[config.mk]
export PLATFORM = sky130hd
export DESIGN_NAME = punch_xfer_ctrl
export DESIGN_NICKNAME = d
export VERILOG_FILES = /design/src/rtl/punch_xfer_pkg.sv /design/src/rtl/punch_cycle_timer.sv /design/src/rtl/punch_char_path.sv /design/src/rtl/punch_seq_fsm.sv /design/src/rtl/punch_xfer_ctrl.sv
export SDC_FILE = /design/constraint.sdc
export NUM_CORES = 1
export LEC_CHECK = 0
export ABC_AREA = 0
export CAP_MARGIN = 20
export CORE_UTILIZATION = 60
export CTS_BUF_LIST = sky130_fd_sc_hd__clkbuf_8
export DETAILED_ROUTE_END_ITERATION = 12
export DONT_BUFFER_PORTS = 1
export PLACE_DENSITY = 0.77
export REMOVE_ABC_BUFFERS = 1
export SYNTH_ARGS = -nofsm -noshare
export SYNTH_HDL_FRONTEND = slang
export SYNTH_HIERARCHICAL = 1
export SYNTH_SLANG_ARGS = --single-unit
[constraint.sdc]
create_clock -name clk -period 3.24 [get_ports clk]
set_input_delay 0.972 -clock clk [delete_from_list [all_inputs] [get_ports clk]]
set_output_delay 0.972 -clock clk [all_outputs]
set_load 0.02 [all_outputs]
[src/rtl/punch_xfer_pkg.sv]
package punch_xfer_pkg;

    localparam int CHAR_W = 7;

    typedef enum logic [2:0] {
        ST_IDLE,
        ST_ARM,
        ST_SYNC_WAIT,
        ST_FETCH,
        ST_LOAD,
        ST_PACE,
        ST_STROBE,
        ST_DRAIN
    } pst_e;

    function automatic logic char_parity_ok(input logic [CHAR_W-1:0] c);
        return ^c;
    endfunction

endpackage

[src/rtl/punch_cycle_timer.sv]
module punch_cycle_timer #(
    parameter int W = 4
) (
    input  logic         clk,
    input  logic         rst_n,
    input  logic         load_i,
    input  logic [W-1:0] val_i,
    output logic         expired_o
);
    logic [W-1:0] cnt_q;

    always_ff @(posedge clk or negedge rst_n) begin
        if (!rst_n) begin
            cnt_q <= '0;
        end else if (load_i) begin
            cnt_q <= val_i;
        end else if (cnt_q != '0) begin
            cnt_q <= cnt_q - 1'b1;
        end
    end

    assign expired_o = (cnt_q == '0);
endmodule

[src/rtl/punch_char_path.sv]
module punch_char_path
    import punch_xfer_pkg::*;
#(
    parameter int AW    = 16,
    parameter int CHARS = 80
) (
    input  logic              clk,
    input  logic              rst_n,
    input  logic              arm_i,
    input  logic [AW-1:0]     base_i,
    input  logic              clear_i,
    input  logic              load_i,
    input  logic [CHAR_W-1:0] mem_data_i,
    output logic [AW-1:0]     mem_addr_o,
    output logic [CHAR_W-1:0] data_o,
    output logic              last_o,
    output logic              err_o
);
    localparam int CNT_W = $clog2(CHARS + 1);

    logic [AW-1:0]     base_q;
    logic [CNT_W-1:0]  cnt_q;
    logic [CHAR_W-1:0] data_q;
    logic              err_q;

    always_ff @(posedge clk or negedge rst_n) begin
        if (!rst_n) begin
            base_q <= '0;
            cnt_q  <= '0;
            data_q <= '0;
        end else if (clear_i) begin
            base_q <= '0;
            cnt_q  <= '0;
            data_q <= '0;
        end else if (arm_i) begin
            base_q <= base_i;
            cnt_q  <= '0;
        end else if (load_i) begin
            data_q <= mem_data_i;
            cnt_q  <= cnt_q + 1'b1;
        end
    end

    // Error latch: only the hardware reset clears it
    always_ff @(posedge clk or negedge rst_n) begin
        if (!rst_n) begin
            err_q <= 1'b0;
        end else if (load_i && !clear_i && !char_parity_ok(mem_data_i)) begin
            err_q <= 1'b1;
        end
    end

    assign mem_addr_o = base_q + AW'(cnt_q);
    assign data_o     = data_q;
    assign last_o     = (cnt_q == CNT_W'(CHARS - 1));
    assign err_o      = err_q;
endmodule

[src/rtl/punch_seq_fsm.sv]
module punch_seq_fsm
    import punch_xfer_pkg::*;
#(
    parameter int PACE_CYC  = 16,
    parameter int PULSE_CYC = 4,
    parameter int TW        = 5
) (
    input  logic          clk,
    input  logic          rst_n,
    input  logic          start_i,
    input  logic          buf_rdy_i,
    input  logic          psync_i,
    input  logic          disc_i,
    input  logic          rst_req_i,
    input  logic          last_i,
    input  logic          tmr_exp_i,
    output logic          gate_o,
    output logic          sample_o,
    output logic          mem_rd_o,
    output logic          load_char_o,
    output logic          arm_o,
    output logic          tmr_load_o,
    output logic [TW-1:0] tmr_val_o
);
    pst_e state_q, state_d;
    logic sync_prev_q;
    logic sync_rise;

    assign sync_rise = psync_i && !sync_prev_q;

    // State register
    always_ff @(posedge clk or negedge rst_n) begin
        if (!rst_n) begin
            state_q     <= ST_IDLE;
            sync_prev_q <= 1'b0;
        end else begin
            state_q     <= state_d;
            sync_prev_q <= psync_i;
        end
    end

    // Next state and timer loads
    always_comb begin
        state_d    = state_q;
        tmr_load_o = 1'b0;
        tmr_val_o  = '0;
        unique case (state_q)
            ST_IDLE:      if (start_i) state_d = ST_ARM;
            ST_ARM:       if (buf_rdy_i) state_d = ST_SYNC_WAIT;
            ST_SYNC_WAIT: if (sync_rise) state_d = ST_FETCH;
            ST_FETCH:     state_d = ST_LOAD;
            ST_LOAD: begin
                if (last_i) begin
                    state_d = ST_DRAIN;
                end else begin
                    state_d    = ST_PACE;
                    tmr_load_o = 1'b1;
                    tmr_val_o  = TW'(PACE_CYC - 1);
                end
            end
            ST_PACE: begin
                if (tmr_exp_i) begin
                    state_d    = ST_STROBE;
                    tmr_load_o = 1'b1;
                    tmr_val_o  = TW'(PULSE_CYC - 1);
                end
            end
            ST_STROBE:    if (tmr_exp_i) state_d = ST_SYNC_WAIT;
            ST_DRAIN:     state_d = ST_DRAIN;
            default:      state_d = ST_IDLE;
        endcase
        if ((state_q != ST_IDLE && disc_i) || rst_req_i) begin
            state_d = ST_IDLE;
        end
    end

    // Moore outputs
    always_comb begin
        gate_o      = 1'b0;
        sample_o    = 1'b0;
        mem_rd_o    = 1'b0;
        load_char_o = 1'b0;
        unique case (state_q)
            ST_IDLE, ST_ARM: ;
            ST_SYNC_WAIT, ST_PACE, ST_DRAIN: gate_o = 1'b1;
            ST_FETCH: begin
                gate_o   = 1'b1;
                mem_rd_o = 1'b1;
            end
            ST_LOAD: begin
                gate_o      = 1'b1;
                load_char_o = 1'b1;
            end
            ST_STROBE: begin
                gate_o   = 1'b1;
                sample_o = 1'b1;
            end
            default: ;
        endcase
    end

    assign arm_o = (state_q == ST_IDLE) && start_i && !rst_req_i;
endmodule

[src/rtl/punch_xfer_ctrl.sv]
module punch_xfer_ctrl
    import punch_xfer_pkg::*;
#(
    parameter int AW        = 16,
    parameter int CHARS     = 80,
    parameter int PACE_CYC  = 16,
    parameter int PULSE_CYC = 4
) (
    input  logic              clk,
    input  logic              rst_n,
    input  logic              start_i,
    input  logic [AW-1:0]     base_addr_i,
    input  logic              buf_rdy_i,
    input  logic              psync_i,
    input  logic              disc_i,
    input  logic              rst_req_i,
    output logic              mem_rd_o,
    output logic [AW-1:0]     mem_addr_o,
    input  logic [CHAR_W-1:0] mem_data_i,
    output logic              gate_o,
    output logic              sample_o,
    output logic [CHAR_W-1:0] data_o,
    output logic              wchk_ok_o,
    output logic              mreset_o
);
    localparam int TMAX = (PACE_CYC > PULSE_CYC) ? PACE_CYC : PULSE_CYC;
    localparam int TW   = $clog2(TMAX + 1);

    logic          load_char, arm, last, err, tmr_load, tmr_exp;
    logic [TW-1:0] tmr_val;
    logic          mreset_q;

    punch_seq_fsm #(
        .PACE_CYC (PACE_CYC),
        .PULSE_CYC(PULSE_CYC),
        .TW       (TW)
    ) u_fsm (
        .clk        (clk),
        .rst_n      (rst_n),
        .start_i    (start_i),
        .buf_rdy_i  (buf_rdy_i),
        .psync_i    (psync_i),
        .disc_i     (disc_i),
        .rst_req_i  (rst_req_i),
        .last_i     (last),
        .tmr_exp_i  (tmr_exp),
        .gate_o     (gate_o),
        .sample_o   (sample_o),
        .mem_rd_o   (mem_rd_o),
        .load_char_o(load_char),
        .arm_o      (arm),
        .tmr_load_o (tmr_load),
        .tmr_val_o  (tmr_val)
    );

    punch_cycle_timer #(.W(TW)) u_tmr (
        .clk      (clk),
        .rst_n    (rst_n),
        .load_i   (tmr_load),
        .val_i    (tmr_val),
        .expired_o(tmr_exp)
    );

    punch_char_path #(.AW(AW), .CHARS(CHARS)) u_path (
        .clk       (clk),
        .rst_n     (rst_n),
        .arm_i     (arm),
        .base_i    (base_addr_i),
        .clear_i   (rst_req_i),
        .load_i    (load_char),
        .mem_data_i(mem_data_i),
        .mem_addr_o(mem_addr_o),
        .data_o    (data_o),
        .last_o    (last),
        .err_o     (err)
    );

    always_ff @(posedge clk or negedge rst_n) begin
        if (!rst_n) mreset_q <= 1'b0;
        else        mreset_q <= rst_req_i;
    end

    assign mreset_o  = mreset_q;
    assign wchk_ok_o = !err;
endmodule

## After elaboration in Yosys (flattened, before gate mapping)

Index checks and enable logic that the tools add are counted.

- Add/subtract/negate cells: 3
- Multiply operators: 0
- Div/mod/pow operators: 0
- $lt $le $gt $ge: 0
- Equal/unequal tests: 14
- Shifts and indexed selects: 0
- Muxes and demuxes: 28
- Bitwise logic cells: 0
- Reduce and logical (&&, ||, !) cells: 23

Operator list:

| cell | number |
|---|---|
| 2-to-1 mux 7 bit | 6 |
| 2-to-1 mux 16 bit | 2 |
| one-hot mux 3 bit (8 select lines) | 1 |
| 2-to-1 mux 3 bit | 6 |
| adder 16 x 7 -> 16 bit | 1 |
| equality test 3 bit, second input constant | 4 |
| != test 3 x 2 -> 1 bit, second input constant | 4 |
| 2-to-1 mux 5 bit | 2 |
| one-hot mux 5 bit (2 select lines) | 1 |
| adder 7 x 1 -> 7 bit, second input constant | 1 |
| equality test 7 bit, second input constant | 1 |
| XOR reduction 7 bit | 1 |
| equality test 3 x 2 -> 1 bit, second input constant | 2 |
| logical AND 1 bit | 6 |
| 2-to-1 mux 1 bit | 6 |
| nonzero test 2 bit | 3 |
| nonzero test 3 bit | 2 |
| OR reduction 6 bit | 1 |
| logical NOT 5 bit | 1 |
| AND reduction 5 bit | 1 |
| nonzero test 5 bit | 1 |
| subtractor 5 x 1 -> 5 bit, second input constant | 1 |
| logical NOT 1 bit | 4 |
| 2-to-1 mux 2 bit | 2 |
| 8 further kinds | 8 |

- Register bits after elaboration: 41
- Latch bits: 0
- RAM bits: 0
- ROM bits: 0
- Input bits: 30
- Word-level logic and storage cells: 76
- Memories: 0

## Depth between registers and ports, before layout

Gate-level depths: netlist of the first run.

- Depth in word-level cells: 5
- Gate-level depth with buffers: 9
- Depth with buffers taken out: 8

## Cells and area by module

Netlist of the first run, hierarchy kept.

Modules (own cells, without submodules):

| module | instances | cells an instance | area each (um2) | seq. area each (um2) |
|---|---|---|---|---|
| punch_char_path | 1 | 181 | 1856.8 | 775.7 |
| punch_seq_fsm | 1 | 44 | 334.1 | 100.1 |
| punch_cycle_timer | 1 | 27 | 279.0 | 125.1 |
| punch_xfer_ctrl | 1 | 2 | 28.8 | 25.0 |

## Worst setup path before layout of the first run

Ideal clock, no wire load.

- Path kind: flip-flop to output port
- From: register u_path.cnt_q[0]
- To: output mem_addr_o[12]
- Data arrival time: 2177 ps
- Setup slack: 91 ps
- Stages on the path, launching flop included: 7
- Path buffers: 0
- Path through: dfrtp_1 -> ha_1 -> fa_1 -> a211o_1 -> a2111oi_4 -> nor3b_2 -> xor2_1

- Longest elaborated chain between the ends: 1

RTL lines:

| item | RTL line | text |
|---|---|---|
| from (decl) | punch_char_path.sv:22 | `logic [CNT_W-1:0] cnt_q;` |
| from (signal assigned) | punch_char_path.sv:40 | `cnt_q <= cnt_q + 1'b1;` |
| adder 16 x 7 -> 16 bit | punch_char_path.sv:53 | `assign mem_addr_o = base_q + AW'(cnt_q);` |
| to (decl) | punch_xfer_ctrl.sv:18 | `output logic [AW-1:0] mem_addr_o,` |

Every way passes these cells.

## Worst setup path in the final report of the first run

- From: register u_path.base_q[0]
- To: output mem_addr_o[14]

- Longest elaborated chain between the ends: 1

RTL lines:

| item | RTL line | text |
|---|---|---|
| from (decl) | punch_char_path.sv:21 | `logic [AW-1:0] base_q;` |
| from (signal assigned) | punch_char_path.sv:36 | `base_q <= base_i;` |
| adder 16 x 7 -> 16 bit | punch_char_path.sv:53 |  |

Every way passes these cells.

==> run metrics, run 1 <==
Ports=58; clk_lat worst skew=0.29 ns; Syn Inst Count=254; setup ws final=-0.1353 ns; num rows=23; Initial DRC Count=75; r2r worst-path depth=6; asr flop ratio synth=100.0%; worst vdd ir=0.3354 mV; Netlist cell types=56; Post-Syn Area=0.002499 mm2; initial antenna violation count=0; arrival time worst endpoint=2.40 ns; first-pass GRT wire length=7548 um; Final ANT Viol Nets=0; largest net degree at the start of global routing=42; status=finished, violations left; fillers=347; Initial Util=62.46%; vias in the first global route=1655; most common cell after layout, fill and taps aside=dfrtp_1; max cap viols=0; sequential share of the synthesized area=41.06%; CP Data Required Time=2.27 ns; Clock Path Buffers=2; Placement Cell Area=0.002496 mm2; clock transition at the registers of the reported paths=0.08 ns; most frequent cells in the layout=dfrtp_1 (41), nor2_1 (34), mux2i_1 (24); TritonCTS Buffers=5; Syn-to-layout area delta=8.963%; worst min path class=input pin to asynchronous set/reset pin; Startpoint Class=flop; Setup violations, final=4; GRT overflow=0; CORE AREA=0.004000 mm2; CP Capture Type=output port; vias=1785; CTS H-tree depth=2; EDFF count, synth=0; Ys Warns=6; final hold vios=0; worst slew pin tran=0.6890 ns; fmax=296.3 MHz; drt drc=0; clk sinks=41; worst setup path class=flop to output port; RSZ-0062 raised after global routing=true; leakage=1.301 nW; Mapped Avg Cell Area=9.837 um2; Inst Count DP=291; chip height=66.53 um; GRT Resource Usage Total=22.94%; Crit Path Max Fanout=3; root buffer cell=clkbuf_8; Final #Nets=292; Total Routed Length=4807 um; Setup Skew=0.007205 ns; Slew headroom=53.90%; layout cells sized above 1=17.00%; max-slew violation count=0; failing checks=negative setup slack; Synth Register Bits=41; P per Cell Area=465.0 mW/mm2; Post-Layout Cell Count=303; DR pass1 iterations=5; DPL Wire Length=3257 um; Top FF cell, synth=dfrtp_1; pre-CTS WS=0.04274 ns; period utilization=104.2%; TritonCTS clock tree=done; Ant. Diodes=0; Vias/cell=5.891; full die area=0.004426 mm2; wire per inst=15.86 um; Placer Congestion=0.7805; die width=66.53 um; final critical-path required period=3.375 ns; post-route cell area=0.002723 mm2; IO Port Bufs=0
## timing repair
action,CTS,global route
endpoints found under the setup margin,5,10
hold buffers,0,0
resized for setup,7,8
setup buffers,1,3
pin swaps,5,4
## final timing paths
path | start | to | slack (ns)
min | rst_n | u_path/base_q[4] | 0.37
max in group asynchronous | rst_n | u_path/cnt_q[3] | 2.79
min reg2reg | u_path/err_o | u_path/err_o | 0.48
max | u_path/base_q[0] | mem_addr_o[14] | -0.14
max reg2reg | u_tmr/cnt_q[0] | u_tmr/cnt_q[4] | 1.10
min in group clk | u_path/err_o | u_path/err_o | 0.48
## critical path, stage by stage, from the launching register on
cell and delay [ns]:
dfrtp_1 0.39, ha_2 0.20, fa_2 0.37, a211o_1 0.34
a2111oi_4 0.39, nand4b_1 0.23, xnor2_2 0.20
## metrics by stage
stage / setup TNS [ns] / hold WS (ns) / utilization [%] / power, mW
6_report: -0.4278 / 0.3672 / 68.06 / 1.266
3_5_place_dp: 0 / 0.4609 / 62.40 / 0.8594
5_1_grt: -1.025 / 0.3485 / 68.06 / 1.332
2_1_floorplan: 0 / 0.4415 / - / 0.8214
3_3_place_gp: 0 / 0.4515 / 62.40 / 0.8526
4_1_cts: -0.3973 / 0.3594 / 66.31 / 1.275
## final cells by class
type	instances	area [um2]	area share, %
Multi-Input combinational cell	185	1415	51.98
Sequential cell	41	1026	37.68
Clock buffer	5	68.82	2.528
Tap cell	50	62.56	2.298
Timing Repair Buffer	8	60.06	2.206
Clock inverter	3	46.29	1.700
Inverter	11	43.79	1.608
## state kept, by name, indices dropped and copies added, names as in the netlist
signal / flops
mreset_o: 1
u_fsm/state_q: 3
u_fsm/sync_prev_q: 1
u_path/base_q: 16
u_path/cnt_q: 7
u_path/data_o: 7
u_path/err_o: 1
u_tmr/cnt_q: 5
## power breakdown
group,switching [mW],total (mW),internal (mW)
clock network,0.180,0.410,0.230
registers,0.0508,0.609,0.558
logic,0.121,0.247,0.125
## cell usage after synthesis (2+ instances only)
master / n / area (um2)
a21boi_0: 2 / 15.01
nand2_1: 13 / 48.80
a31oi_1: 3 / 18.77
dfrtp_1: 41 / 1026
a21o_1: 2 / 15.01
xnor2_1: 18 / 157.7
inv_1: 10 / 37.54
a21oi_1: 9 / 45.04
nor2_1: 34 / 127.6
nor2b_1: 2 / 12.51
or3_1: 3 / 18.77
nand4_1: 4 / 25.02
o31ai_1: 3 / 22.52
clkbuf_1: 5 / 18.77
and3_1: 3 / 18.77
nand2b_1: 2 / 12.51
o21ai_0: 6 / 30.03
buf_4: 4 / 30.03
buf_2: 6 / 30.03
nand3b_1: 2 / 15.01
mux2i_1: 24 / 240.2
a211oi_1: 2 / 15.01
ha_1: 9 / 112.6
nand3_1: 5 / 25.02
o211ai_1: 2 / 15.01
xor2_1: 7 / 61.31
nor3_1: 4 / 20.02
## routing by layer
layer | up-vias | wire, um | GRT usage, % | share of wire (%)
met5 | - | 0 | 0 | 0
met1 | 853 | 2211 | 30.33 | 46
met4 | 0 | 24 | 7.979 | 0.50
met2 | 53 | 2281 | 36.86 | 47
li1 | 877 | - | - | -
met3 | 2 | 290 | 5.308 | 6.0
## logic make-up (layout without fill, tap and decap cells)
logic type	Yosys count	after routing	share of synthesized area [%]
simple gates	81	81	16.63
compound gates	43	43	12.47
flops	41	41	41.06
buf+inv	28	27	5.559
xor+xnor	25	25	8.763
mux	25	25	10.07
fa+ha+maj	10	10	5.308
other cells	1	1	0.1501
Power figures use the tool's default switching activity.
==> inputs of run 2 (changes only) <==
CORE_UTILIZATION = 50   (was 60)
PLACE_DENSITY = 0.66   (was 0.77)
==> run 2 against run 1 <==
The flow still finishes with violations (negative setup slack). Via count rose by 3.0%. Non-clock buffer count rose by 4. Maximum frequency fell by 1.6%. Final cell count is 6.9% higher. Global-route usage is 3.3 points lower. Die area increased by 19%. Clock skew down 0.0041 ns. Sequential share of layout area is 0.68 points lower. Largest cell class unchanged.
==> run metrics, run 2 (synthesis gave the netlist of run 1 again) <==
Placement Cell Area=0.002525 mm2 (was 0.002496 mm2); final critical-path required period=3.431 ns (was 3.375 ns); TritonCTS Buffers=5 (unchanged); max cap viols=0 (unchanged); Total Routed Length=5070 um (was 4807 um); die width=72.69 um (was 66.53 um); status=finished, violations left (unchanged); fmax=291.5 MHz (was 296.3 MHz); chip height=72.69 um (was 66.53 um); Initial DRC Count=82 (was 75); fillers=413 (was 347); vias in the first global route=1760 (was 1655); Clock Path Buffers=2 (unchanged); failing checks=negative setup slack (unchanged); P per Cell Area=462.8 mW/mm2 (was 465.0 mW/mm2); leakage=1.321 nW (was 1.301 nW); vias=1838 (was 1785); Crit Path Max Fanout=3 (unchanged); Inst Count DP=309 (was 291); full die area=0.005284 mm2 (was 0.004426 mm2); utilization after layout=58.32% (was 68.06%); hold buffers post-CTS=0 (unchanged); most common cell after layout, fill and taps aside=dfrtp_1 (unchanged); Post-Layout Cell Count=324 (was 303); DR pass1 iterations=4 (was 5); Vias/cell=5.673 (was 5.891); CTS H-tree depth=2 (unchanged); first-pass GRT wire length=7990 um (was 7548 um); initial antenna violation count=0 (unchanged); max-slew violation count=0 (unchanged); most frequent cells in the layout=dfrtp_1 (41), nor2_1 (34), mux2i_1 (24) (unchanged); wire per inst=15.65 um (was 15.86 um); TritonCTS clock tree=done (unchanged); worst vdd ir=0.2737 mV (was 0.3354 mV); Ports=58 (unchanged); Placer Congestion=0.7534 (was 0.7805); layout cells sized above 1=17.12% (was 17.00%); Initial Util=52.55% (was 62.46%); clk_lat worst skew=0.29 ns (about the same); GRT overflow=0 (unchanged); largest net degree at the start of global routing=42 (unchanged); num rows=25 (was 23); Setup violations, final=5 (was 4); clock transition at the registers of the reported paths=0.08 ns (about the same); clk sinks=41 (unchanged); arrival time worst endpoint=2.46 ns (was 2.40 ns); Final ANT Viol Nets=0 (unchanged); setup ws final=-0.1911 ns (was -0.1353 ns); IO Port Bufs=0 (unchanged); max FFs per register=16 (unchanged); root buffer cell=clkbuf_8 (unchanged); Post-Route Setup TNS=-0.5956 ns (was -0.4278 ns); Syn-to-layout area delta=10.97% (was 8.963%); Reg with most FFs=u_path/base_q (unchanged); Setup Skew=0.003127 ns (was 0.007205 ns); Final #Nets=296 (was 292); DPL Wire Length=3430 um (was 3257 um); CORE AREA=0.004755 mm2 (was 0.004000 mm2); CP Data Required Time=2.27 ns (about the same); Startpoint Class=flop (unchanged); drt drc=0 (unchanged); GRT Resource Usage Total=19.69% (was 22.94%); Slew headroom=54.12% (was 53.90%); CP Capture Type=output port (unchanged); period utilization=105.9% (was 104.2%); worst min path class=input pin to asynchronous set/reset pin (unchanged); RSZ-0062 raised after global routing=true (unchanged); worst slew pin tran=0.6857 ns (was 0.6890 ns); post-route cell area=0.002773 mm2 (was 0.002723 mm2); final hold vios=0 (unchanged); Ant. Diodes=0 (unchanged); worst setup path class=flop to output port (unchanged)
run 2: final timing paths:
kind / from / endpoint / slack (ns) / depth (start not counted)
worst max-delay path: u_path/base_q[0] / mem_addr_o[14] / -0.19 / 6
max in group asynchronous: rst_n / u_path/base_q[14] / 2.79 / 0
worst min register to register: u_path/err_o / u_path/err_o / 0.51 / 1
worst max register to register: u_path/cnt_q[0] / u_tmr/cnt_q[2] / 1.10 / 9
worst min-delay path: rst_n / u_path/data_o[4] / 0.36 / 0
min in group clk: u_path/err_o / u_path/err_o / 0.51 / 1
run 2: power by group:
group	internal (mW)	switching (mW)
registers	0.558	0.0503
logic	0.127	0.125
clock network	0.231	0.192
total	0.916	0.367
run 2: area by class of cell:
cell class / count / area [um2] / area share [%]
multi-input cells: 185 / 1414 / 50.99
flip-flops and latches: 41 / 1026 / 37.00
repair buffers: 12 / 90.09 / 3.249
well taps: 67 / 83.83 / 3.023
clock buffers: 5 / 68.82 / 2.482
clock inverters: 3 / 46.29 / 1.670
inverters: 11 / 43.79 / 1.579
run 2: stage by stage:
stage	power (mW)	hold WS, ns	setup slack, ns
floorplan	0.8214	0.4415	0.09128
global placement	0.8546	0.4492	0.08282
detailed placement	0.8615	0.4891	0.02673
CTS	1.286	0.3505	-0.1141
global route	1.351	0.3399	-0.2395
finish	1.283	0.3620	-0.1911
run 2: layer usage:
metal / GRT usage (%) / wire length (um) / up-vias
li1: - / - / 885
met1: 26.36 / 2295 / 893
met2: 31.88 / 2442 / 55
met3: 4.558 / 298 / 5
met4: 5.882 / 33 / 0
met5: 0 / 0 / -
run 2: repair_timing:
item | in CTS | in global routing
setup buffers | 3 | 4
endpoints found under the setup margin | 5 | 9
pin swaps | 5 | 4
resized for setup | 8 | 5
run 2: worst max-delay path, cell delays in order, from the launching register on:
cell	delay, ns
dfrtp_1	0.39
ha_2	0.20
fa_2	0.36
a211o_1	0.37
a2111oi_4	0.38
nand4b_1	0.25
xnor2_2	0.22
==> inputs of run 3 (changes only) <==
CAP_MARGIN = unset   (was 20)
CORE_ASPECT_RATIO = 0.9   (was unset)
==> run 3 against run 2 <==
The flow still finishes with violations (negative setup slack). Clock power is essentially flat. Maximum frequency grew 3.3%. Highest routed layer unchanged. Die area about the same. Critical path depth did not move. Critical path type unchanged. Final cell count decreased by 0.62%. Largest cell class unchanged. Power shrank 0.18%. Sequential power is essentially flat. Global-route usage rose by 0.91 points.
==> run metrics, run 3 (synthesis gave the netlist of run 1 again) <==
fmax=301.1 MHz (was 291.5 MHz); DR pass1 iterations=4 (unchanged); Final ANT Viol Nets=0 (unchanged); RSZ-0062 raised after global routing=true (unchanged); Placer Congestion=0.7654 (was 0.7534); Total Routed Length=5056 um (was 5070 um); Final #Nets=296 (unchanged); clock transition at the registers of the reported paths=0.08 ns (about the same); TritonCTS clock tree=done (unchanged); DPL Wire Length=3482 um (was 3430 um); Ant. Diodes=0 (unchanged); worst setup path class=flop to output port (unchanged); Clock Path Buffers=2 (unchanged); Syn-to-layout area delta=10.77% (was 10.97%); chip height=69.07 um (was 72.69 um); first-pass GRT wire length=8535 um (was 7990 um); most frequent cells in the layout=dfrtp_1 (41), nor2_1 (34), mux2i_1 (24) (unchanged); failing checks=negative setup slack (unchanged); TritonCTS Buffers=5 (unchanged); initial antenna violation count=0 (unchanged); vias in the first global route=1776 (was 1760); CP Data Required Time=2.27 ns (about the same); Initial DRC Count=68 (was 82); vias=1807 (was 1838); largest net degree at the start of global routing=42 (unchanged); GRT Resource Usage Total=20.60% (was 19.69%); num rows=24 (was 25); worst slew pin tran=0.6443 ns (was 0.6857 ns); Post-Route Setup TNS=-0.2925 ns (was -0.5956 ns); setup ws final=-0.08104 ns (was -0.1911 ns); layout cells sized above 1=17.51% (was 17.12%); worst vdd ir=0.2900 mV (was 0.2737 mV); drt drc=0 (unchanged); Startpoint Class=flop (unchanged); max-slew violation count=0 (unchanged); Setup violations, final=5 (unchanged); leakage=1.307 nW (was 1.321 nW); P per Cell Area=462.8 mW/mm2 (about the same); Initial Util=51.68% (was 52.55%); Reg with most FFs=u_path/base_q (unchanged); final critical-path required period=3.321 ns (was 3.431 ns); die width=76.52 um (was 72.69 um); final hold vios=0 (unchanged); most common cell after layout, fill and taps aside=dfrtp_1 (unchanged); Slew headroom=56.89% (was 54.12%); clk sinks=41 (unchanged); CP Capture Type=output port (unchanged); CORE AREA=0.004835 mm2 (was 0.004755 mm2); fillers=419 (was 413); period utilization=102.5% (was 105.9%); Ports=58 (unchanged); Crit Path Max Fanout=3 (unchanged); status=finished, violations left (unchanged); root buffer cell=clkbuf_8 (unchanged); GRT overflow=0 (unchanged); hold buffers post-CTS=0 (unchanged); wire per inst=15.70 um (was 15.65 um); arrival time worst endpoint=2.35 ns (was 2.46 ns); full die area=0.005285 mm2 (was 0.005284 mm2); max cap viols=0 (unchanged); worst min path class=input pin to asynchronous set/reset pin (unchanged); Setup Skew=0.007486 ns (was 0.003127 ns); clk_lat worst skew=0.29 ns (about the same); CTS H-tree depth=2 (unchanged); pre-CTS WS=0.007351 ns (was 0.02673 ns); Vias/cell=5.612 (was 5.673); IO Port Bufs=0 (unchanged); max FFs per register=16 (unchanged)
## run 3: worst paths after layout
check / slack (ns) / from / to / cells past startpoint
worst max-delay path: -0.08 / u_path/base_q[0] / mem_addr_o[10] / 6
worst min-delay path: 0.36 / rst_n / u_path/base_q[7] / 0
worst max register to register: 1.04 / u_path/cnt_q[0] / u_tmr/cnt_q[2] / 9
worst min register to register: 0.49 / u_path/err_o / u_path/err_o / 1
max in group asynchronous: 2.77 / rst_n / u_path/cnt_q[1] / 0
min in group clk: 0.49 / u_path/err_o / u_path/err_o / 1
## run 3: cell type report
| class | count | area, um2 | area share [%] |
|---|---|---|---|
| inverter | 11 | 43.79 | 1.582 |
| clock inverter | 3 | 46.29 | 1.673 |
| tap | 65 | 81.33 | 2.939 |
| multi-input combinational | 185 | 1411 | 50.99 |
| sequential | 41 | 1026 | 37.07 |
| timing repair buffer | 12 | 90.09 | 3.255 |
| clock buffer | 5 | 68.82 | 2.486 |
## run 3: report_power, final
group          switching, mW  internal, mW
Clock                  0.189         0.231
Sequential            0.0510         0.558
Combinational          0.124         0.128
Total                  0.364         0.916
## run 3: worst max-delay path, cell delays in order (launching register included)
cell and delay (ns):
dfrtp_1 0.39, ha_2 0.21, fa_2 0.34, a211o_1 0.32, a2111oi_4 0.38, nand3b_1 0.22, xnor2_2 0.20
## run 3: routing by layer
layer | part of all wire (%) | global-route usage, % | vias to the layer above
met5 | 0 | 0 | -
met3 | 5.9 | 6.490 | 6
met4 | 1.3 | 8.120 | 0
li1 | - | - | 878
met1 | 48 | 28.47 | 864
met2 | 45 | 30.03 | 59
## run 3: timing repair
item,in CTS,in global routing
hold endpoints to repair,0,0
resized for setup,7,7
pin swaps,5,3
buffers inserted,5,1
endpoints found under the setup margin,5,10
## run 3: metrics by stage
| stage | power [mW] | std cells | cell area, um2 | utilization (%) | hold slack [ns] |
|---|---|---|---|---|---|
| final | 1.281 | 322 | 2768 | 57.25 | 0.3598 |
| after global routing | 1.351 | 322 | 2768 | 57.25 | 0.3358 |
| after CTS | 1.290 | 321 | 2716 | 56.19 | 0.3470 |
| after detailed placement | 0.8619 | 308 | 2530 | 52.33 | 0.4558 |
| after global placement | 0.8575 | 308 | 2530 | 52.33 | 0.4539 |
| after floorplan | 0.8214 | 237 | 2404 | - | 0.4415 |
